--- src/rtl/ps_rmul_pkg.sv ---
package ps_rmul_pkg;

  localparam int EXP_W   = 8;
  localparam int FRAC_W  = 23;
  localparam int WORD_W  = 1 + EXP_W + FRAC_W;
  localparam int MANT_W  = FRAC_W + 1;
  localparam int PROD_W  = 2 * MANT_W;
  localparam int WEXP_W  = EXP_W + 2;
  localparam int FLAG_W  = 5;
  localparam int BIAS    = (1 << (EXP_W - 1)) - 1;
  localparam int EXP_ALL = (1 << EXP_W) - 1;

  localparam int FL_INV = 4;
  localparam int FL_DZ  = 3;
  localparam int FL_OVF = 2;
  localparam int FL_UNF = 1;
  localparam int FL_INX = 0;

  localparam logic [WORD_W-1:0] QNAN_WORD =
    {1'b0, {EXP_W{1'b1}}, 1'b1, {(FRAC_W-1){1'b0}}};

  typedef enum logic [1:0] {
    RM_NEAR = 2'd0,
    RM_ZERO = 2'd1,
    RM_POS  = 2'd2,
    RM_NEG  = 2'd3
  } rmode_e;

  // Unrounded lane product, or a finished special-case answer.
  typedef struct packed {
    logic                     sign;
    logic                     special;
    logic [WORD_W-1:0]        sp_word;
    logic [FLAG_W-1:0]        sp_flags;
    logic signed [WEXP_W-1:0] exp;
    logic [MANT_W-1:0]        mant;
    logic                     rbit;
    logic                     sticky;
  } lane_mid_t;

endpackage

--- src/rtl/ps_lane_mult.sv ---
module ps_lane_mult
  import ps_rmul_pkg::*;
(
  input  logic [WORD_W-1:0] x,
  input  logic [WORD_W-1:0] y,
  output lane_mid_t         mid
);

  logic [EXP_W-1:0]  ex, ey;
  logic [FRAC_W-1:0] fx, fy;
  logic x_zero, y_zero, x_inf, y_inf, x_nan, y_nan, x_snan, y_snan;
  logic [PROD_W-1:0] prod, norm;
  logic              top;
  logic              sgn;

  assign ex = x[WORD_W-2 -: EXP_W];
  assign ey = y[WORD_W-2 -: EXP_W];
  assign fx = x[FRAC_W-1:0];
  assign fy = y[FRAC_W-1:0];

  // Subnormals are flushed: a zero exponent field means zero.
  assign x_zero = (ex == '0);
  assign y_zero = (ey == '0);
  assign x_inf  = (ex == '1) && (fx == '0);
  assign y_inf  = (ey == '1) && (fy == '0);
  assign x_nan  = (ex == '1) && (fx != '0);
  assign y_nan  = (ey == '1) && (fy != '0);
  assign x_snan = x_nan && !fx[FRAC_W-1];
  assign y_snan = y_nan && !fy[FRAC_W-1];
  assign sgn    = x[WORD_W-1] ^ y[WORD_W-1];

  assign prod = PROD_W'({1'b1, fx}) * PROD_W'({1'b1, fy});
  assign top  = prod[PROD_W-1];
  assign norm = top ? prod : (prod << 1);

  always_comb begin
    mid          = '0;
    mid.sign     = sgn;
    mid.exp      = WEXP_W'(ex) + WEXP_W'(ey) - WEXP_W'(BIAS) + WEXP_W'(top);
    mid.mant     = norm[PROD_W-1 -: MANT_W];
    mid.rbit     = norm[PROD_W-1-MANT_W];
    mid.sticky   = |norm[PROD_W-2-MANT_W:0];
    if (x_nan || y_nan) begin
      mid.special          = 1'b1;
      mid.sp_word          = QNAN_WORD;
      mid.sp_flags[FL_INV] = x_snan || y_snan;
    end else if ((x_inf && y_zero) || (x_zero && y_inf)) begin
      mid.special          = 1'b1;
      mid.sp_word          = QNAN_WORD;
      mid.sp_flags[FL_INV] = 1'b1;
    end else if (x_inf || y_inf) begin
      mid.special = 1'b1;
      mid.sp_word = {sgn, {EXP_W{1'b1}}, {FRAC_W{1'b0}}};
    end else if (x_zero || y_zero) begin
      mid.special = 1'b1;
      mid.sp_word = {sgn, {(WORD_W-1){1'b0}}};
    end
  end

endmodule

--- src/rtl/ps_lane_round.sv ---
module ps_lane_round
  import ps_rmul_pkg::*;
(
  input  lane_mid_t         mid,
  input  rmode_e            mode,
  output logic [WORD_W-1:0] word,
  output logic [FLAG_W-1:0] flags
);

  logic                     lost;
  logic                     inc;
  logic [MANT_W:0]          sum;
  logic                     carry;
  logic [FRAC_W-1:0]        frac_r;
  logic signed [WEXP_W-1:0] exp_r;
  logic                     to_inf;

  assign lost = mid.rbit | mid.sticky;

  always_comb begin
    unique case (mode)
      RM_NEAR: inc = mid.rbit & (mid.sticky | mid.mant[0]);
      RM_ZERO: inc = 1'b0;
      RM_POS:  inc = lost & ~mid.sign;
      RM_NEG:  inc = lost & mid.sign;
      default: inc = 1'b0;
    endcase
  end

  assign sum    = {1'b0, mid.mant} + (MANT_W+1)'(inc);
  assign carry  = sum[MANT_W];
  assign frac_r = carry ? sum[MANT_W-1:1] : sum[FRAC_W-1:0];
  assign exp_r  = mid.exp + WEXP_W'(carry);
  assign to_inf = (mode == RM_NEAR) || ((mode == RM_POS) && !mid.sign) ||
                  ((mode == RM_NEG) && mid.sign);

  always_comb begin
    word  = '0;
    flags = '0;
    if (mid.special) begin
      word  = mid.sp_word;
      flags = mid.sp_flags;
    end else if (mid.exp < 1) begin
      word          = {mid.sign, {(WORD_W-1){1'b0}}};
      flags[FL_UNF] = 1'b1;
      flags[FL_INX] = 1'b1;
    end else if (exp_r >= EXP_ALL) begin
      word          = to_inf ? {mid.sign, {EXP_W{1'b1}}, {FRAC_W{1'b0}}}
                             : {mid.sign, {(EXP_W-1){1'b1}}, 1'b0, {FRAC_W{1'b1}}};
      flags[FL_OVF] = 1'b1;
      flags[FL_INX] = 1'b1;
    end else begin
      word          = {mid.sign, exp_r[EXP_W-1:0], frac_r};
      flags[FL_INX] = lost;
    end
  end

endmodule

--- src/rtl/ps_rmul_unit.sv ---
module ps_rmul_unit
  import ps_rmul_pkg::*;
(
  input  logic                  clk,
  input  logic                  rst_n,
  input  logic                  in_valid,
  output logic                  in_ready,
  input  logic [2*WORD_W-1:0]   op_a,
  input  logic [2*WORD_W-1:0]   op_b,
  input  logic [1:0]            rnd_mode,
  output logic                  out_valid,
  input  logic                  out_ready,
  output logic [2*WORD_W-1:0]   out_result,
  output logic [FLAG_W-1:0]     out_flags
);

  localparam int LANES = 2;

  // Reset: asserted asynchronously, released on the clock.
  logic [1:0] rst_sync;
  logic       rst_int_n;

  always_ff @(posedge clk or negedge rst_n) begin
    if (!rst_n) rst_sync <= 2'b00;
    else        rst_sync <= {rst_sync[0], 1'b1};
  end
  assign rst_int_n = rst_sync[1];

  // Lanes: the top lane reduces op_a, lane 0 reduces op_b.
  logic [LANES-1:0][WORD_W-1:0] lane_word;
  logic [LANES-1:0][FLAG_W-1:0] lane_flags;

  for (genvar g = 0; g < LANES; g++) begin : g_lane
    logic [2*WORD_W-1:0] src;
    lane_mid_t           mid;
    assign src = (g == LANES - 1) ? op_a : op_b;
    ps_lane_mult u_mult (
      .x   (src[2*WORD_W-1:WORD_W]),
      .y   (src[WORD_W-1:0]),
      .mid (mid)
    );
    ps_lane_round u_round (
      .mid   (mid),
      .mode  (rmode_e'(rnd_mode)),
      .word  (lane_word[g]),
      .flags (lane_flags[g])
    );
  end

  logic [FLAG_W-1:0] flags_all;
  always_comb begin
    flags_all = '0;
    for (int i = 0; i < LANES; i++) flags_all |= lane_flags[i];
  end

  // Next state
  logic accept, valid_nxt;
  assign in_ready  = !out_valid || out_ready;
  assign accept    = in_valid && in_ready;
  assign valid_nxt = accept || (out_valid && !out_ready);

  // Registers
  always_ff @(posedge clk or negedge rst_int_n) begin
    if (!rst_int_n) out_valid <= 1'b0;
    else            out_valid <= valid_nxt;
  end

  always_ff @(posedge clk or negedge rst_int_n) begin
    if (!rst_int_n) begin
      out_result <= '0;
      out_flags  <= '0;
    end else if (accept) begin
      out_result <= lane_word;
      out_flags  <= flags_all;
    end
  end

  logic [WORD_W-1:0] res_hi;
  assign res_hi = out_result[2*WORD_W-1:WORD_W];

  AST_ACCEPT_LOADS: assert property (@(posedge clk) disable iff (!rst_int_n)
    (in_valid && in_ready) |=> out_valid);
  AST_HOLD_STABLE: assert property (@(posedge clk) disable iff (!rst_int_n)
    (out_valid && !out_ready) |=> (out_valid && $stable(out_result) && $stable(out_flags)));
  AST_OVF_INEXACT: assert property (@(posedge clk) disable iff (!rst_int_n)
    (out_valid && out_flags[FL_OVF]) |-> out_flags[FL_INX]);
  AST_UNF_INEXACT: assert property (@(posedge clk) disable iff (!rst_int_n)
    (out_valid && out_flags[FL_UNF]) |-> out_flags[FL_INX]);
  AST_NAN_QUIET: assert property (@(posedge clk) disable iff (!rst_int_n)
    (out_valid && (res_hi[WORD_W-2 -: EXP_W] == '1) && (res_hi[FRAC_W-1:0] != '0))
      |-> (res_hi == QNAN_WORD));

endmodule

--- config.mk ---
export PLATFORM = sky130hd
export DESIGN_NAME = ps_rmul_unit
export DESIGN_NICKNAME = d
export VERILOG_FILES = /design/src/rtl/ps_rmul_pkg.sv /design/src/rtl/ps_lane_mult.sv /design/src/rtl/ps_lane_round.sv /design/src/rtl/ps_rmul_unit.sv
export SDC_FILE = /design/constraint.sdc
export NUM_CORES = 2
export LEC_CHECK = 0
export BUFFER_PORTS_ARGS = -buffer_cell sky130_fd_sc_hd__clkbuf_2
export CAP_MARGIN = 20
export CORE_MARGIN = 2
export CORE_UTILIZATION = 45
export CTS_CLUSTER_SIZE = 24
export DETAILED_ROUTE_END_ITERATION = 8
export PLACE_DENSITY = 0.7
export SYNTH_ARGS = -nofsm -noshare
export SYNTH_HDL_FRONTEND = slang
export SYNTH_SLANG_ARGS = --single-unit
--- constraint.sdc ---
create_clock -name clk -period 2.7 [get_ports clk]
set_input_delay 0.675 -clock clk [delete_from_list [all_inputs] [get_ports clk]]
set_output_delay 0.675 -clock clk [all_outputs]
set_load 0.01 [all_outputs]
==> results.yml <==
synth:
  synth_top_area_share_pct: 41.7
  ys_ff_latch: 71
  synth_cell_types: 135
  synth_commonest_cells: "1148 x inv_1, 966 x fa_1, 780 x nand2_1, 456 x and2_1, 376 x ha_1"
  synth_top_area_cell: "fa_1"
  synth_most_common_cell: "inv_1"
  netlist_area_sq_um: 46400
  async_flop_share_pct: 100
  seq_area_frac_synth_pct: 3.83
  ys.flop_type: "dfrtp_1"
  synth_edf_count: 0
  synth_area_leaders: "fa_1 42%, ha_1 10%, inv_1 9.3%, nand2_1 6.3%, and2_1 6.1%"
  synth-warning-count: 0
  synthCells: 5484
  synth_nets: 6960
  avgSynthCellArea_sq_um: 8.46
finish:
  diodes: 0
  fin_util_pct: 61.1
  stdcell_area_sq_um: 62300
  area.growth.synth_to_final_pct: 34.3
  post_route_cells_drive_above_1_share_pct: 30.6
  fin_nets: 8193
  nFillCells: 8354
sta:
  period_needed_ns: 10.58
  period_share_pct: 392
  slew_headroom_pct: 53.6
  worst_pin_slew_ns: 0.689
  fmax_mhz: 94.5
  finClkSkew_ns: 0.00587
  rsz0062_at_grt: "true"
  setup_ws_ns: -7.88
  finalSetupViolCount: 67
  slew_viol_final: 0
  hold_violations: 0
run:
  maxCapViolations: 0
route:
  vias: 43600
  wl_microns: 156000
  drt-wirelength-per-cell_microns: 19.3
  vias_per_cell: 5.39
  route.detailed.drc: 0
  firstDrtPassIters: 6
  first_iter_violations: 3433
  drtAntennaViolNets: 0
worst_setup_path:
  path_common_cell: "fa_1"
  endpoint_kind: "flip-flop"
  cp_slowest_cell: "fa_1"
  worstPathRequired_ns: 2.92
  startpoint_type: "primary input"
  arrival_ns: 10.80
  crit_type: "primary input to flip-flop"
  crit_buf_inv: 7
  path_max_fanout: 6
  cp_slowest_stage_delay_ns: 0.61
  cp_top_family: "adder cells"
grt:
  gr-total-overflow: 0
  antenna_found_initial: 2
  grt_pass1_wl_microns: 246000
  grt_usage_pct: 29.0
  grt_pass1_vias: 45700
  grt_max_degree: 35
clock_tree:
  ctsRootBufferMaster: "clkbuf_16"
  cts_buffers: 9
  cts_tree: "done"
  worstSkewPairLatency_ns: 0.34
  hold_buffers: 0
  cts.sinks: 71
  path_clk_slew_ns: 0.06
  h-tree-depth: 3
  clk_path_buf_depth: 2
floorplan:
  core-area_sq_um: 102000
  rows: 117
  start_util_pct: 45.5
  die_h_microns: 325
  die_area_sq_um: 106000
  die_x_microns: 325
  ios: 205
place:
  dpl_worst_slack_ns: -8.32
  placed_cell_area_sq_um: 57500
  gp_congestion: 0.982
  dp_hpwl_microns: 129000
  port_buffers: 203
outcome:
  violations: "negative setup slack"
  outcome: "finished with violations"
hold_path:
  hp-class: "primary input to async pin"
[metal layers]
metal / track usage, % / part of all wire [%] / vias to the layer above
met4: 9.22 / 4.1 / 4
met3: 5.56 / 9.0 / 392
met5: 0 / 0.014 / -
met2: 47.0 / 46 / 1857
li1: - / - / 19500
met1: 39.2 / 40 / 21900
[path summary, 6_finish.rpt]
path / from / to / slack [ns] / depth (start not counted)
min reg2reg: rst_sync[1] / out_valid / 0.28 / 0
max in group asynchronous: rst_sync[1] / out_result[45] / 1.62 / 1
max: op_b[12] / out_result[17] / -7.88 / 44
max reg2reg: out_valid / out_result[59] / 0.77 / 5
min: rst_n / rst_sync[1] / 0.11 / 1
min in group clk: rst_sync[0] / rst_sync[1] / 0.35 / 0
[repair_timing]
action	CTS	global route
pin swaps	126	152
resized for setup	394	363
cloned	7	11
endpoints found under the setup margin	67	67
buffers inserted	76	71
[logic make-up (layout without fill, tap and decap cells)]
| family | Yosys count | after routing | share of synthesized area [%] |
|---|---|---|---|
| xor gates and xnor gates | 143 | 143 | 2.80 |
| AOI/OAI and AO/OA | 639 | 639 | 9.44 |
| and+or+nand+nor | 1831 | 1831 | 19.6 |
| muxes | 42 | 42 | 0.944 |
| DFF | 71 | 71 | 3.83 |
| adders and majority gates | 1342 | 1342 | 51.8 |
| other | 2 | 2 | 0.0162 |
| buffers and inverters | 1414 | 2652 | 11.6 |
[flip-flops by register name (all words and copies together) (netlist names)]
register    cells
rst_sync        2
out_flags       4
out_valid       1
out_result     64
[cell usage in the layout (no fill, tap or decap), drive strengths merged, types with 17 or more instances in the layout]
master,instances
clkbuf,187
ha,376
nand4,58
nor4,60
o31ai,21
o211ai,19
a21oi,191
a21o,26
and3,20
a31oi,24
and2,460
or2,18
and4,17
o21a,25
o21ai,139
xor2,50
fa,966
mux2i,31
buf,1304
nor2,222
inv,1148
xnor2,92
nor3,61
nand3,52
nand2b,18
nand2,783
dfrtp,71
a211oi,23
[stage by stage]
| step | setup TNS, ns | cells | hold slack (ns) |
|---|---|---|---|
| floorplan | -483.21 | 5484 | 0.331 |
| global placement | -523.71 | 7918 | 0.298 |
| detailed placement | -530.77 | 7918 | 0.305 |
| CTS | -484.67 | 8017 | 0.0983 |
| global route | -513.22 | 8090 | 0.0891 |
| finish | -493.75 | 8090 | 0.105 |
[layout make-up]
type / count / area (sq um) / area share (%)
Clock buffer: 11 / 243 / 0.389
Inverter: 1156 / 4380 / 7.03
Timing Repair Buffer: 1480 / 12700 / 20.4
Sequential cell: 71 / 1780 / 2.85
Tap cell: 1368 / 1710 / 2.75
Multi-Input combinational cell: 3999 / 41400 / 66.5
Clock inverter: 5 / 81.3 / 0.130
Power is not shown: default switching activity piles up to over one toggle a cycle in this logic, so the estimate is an artifact.
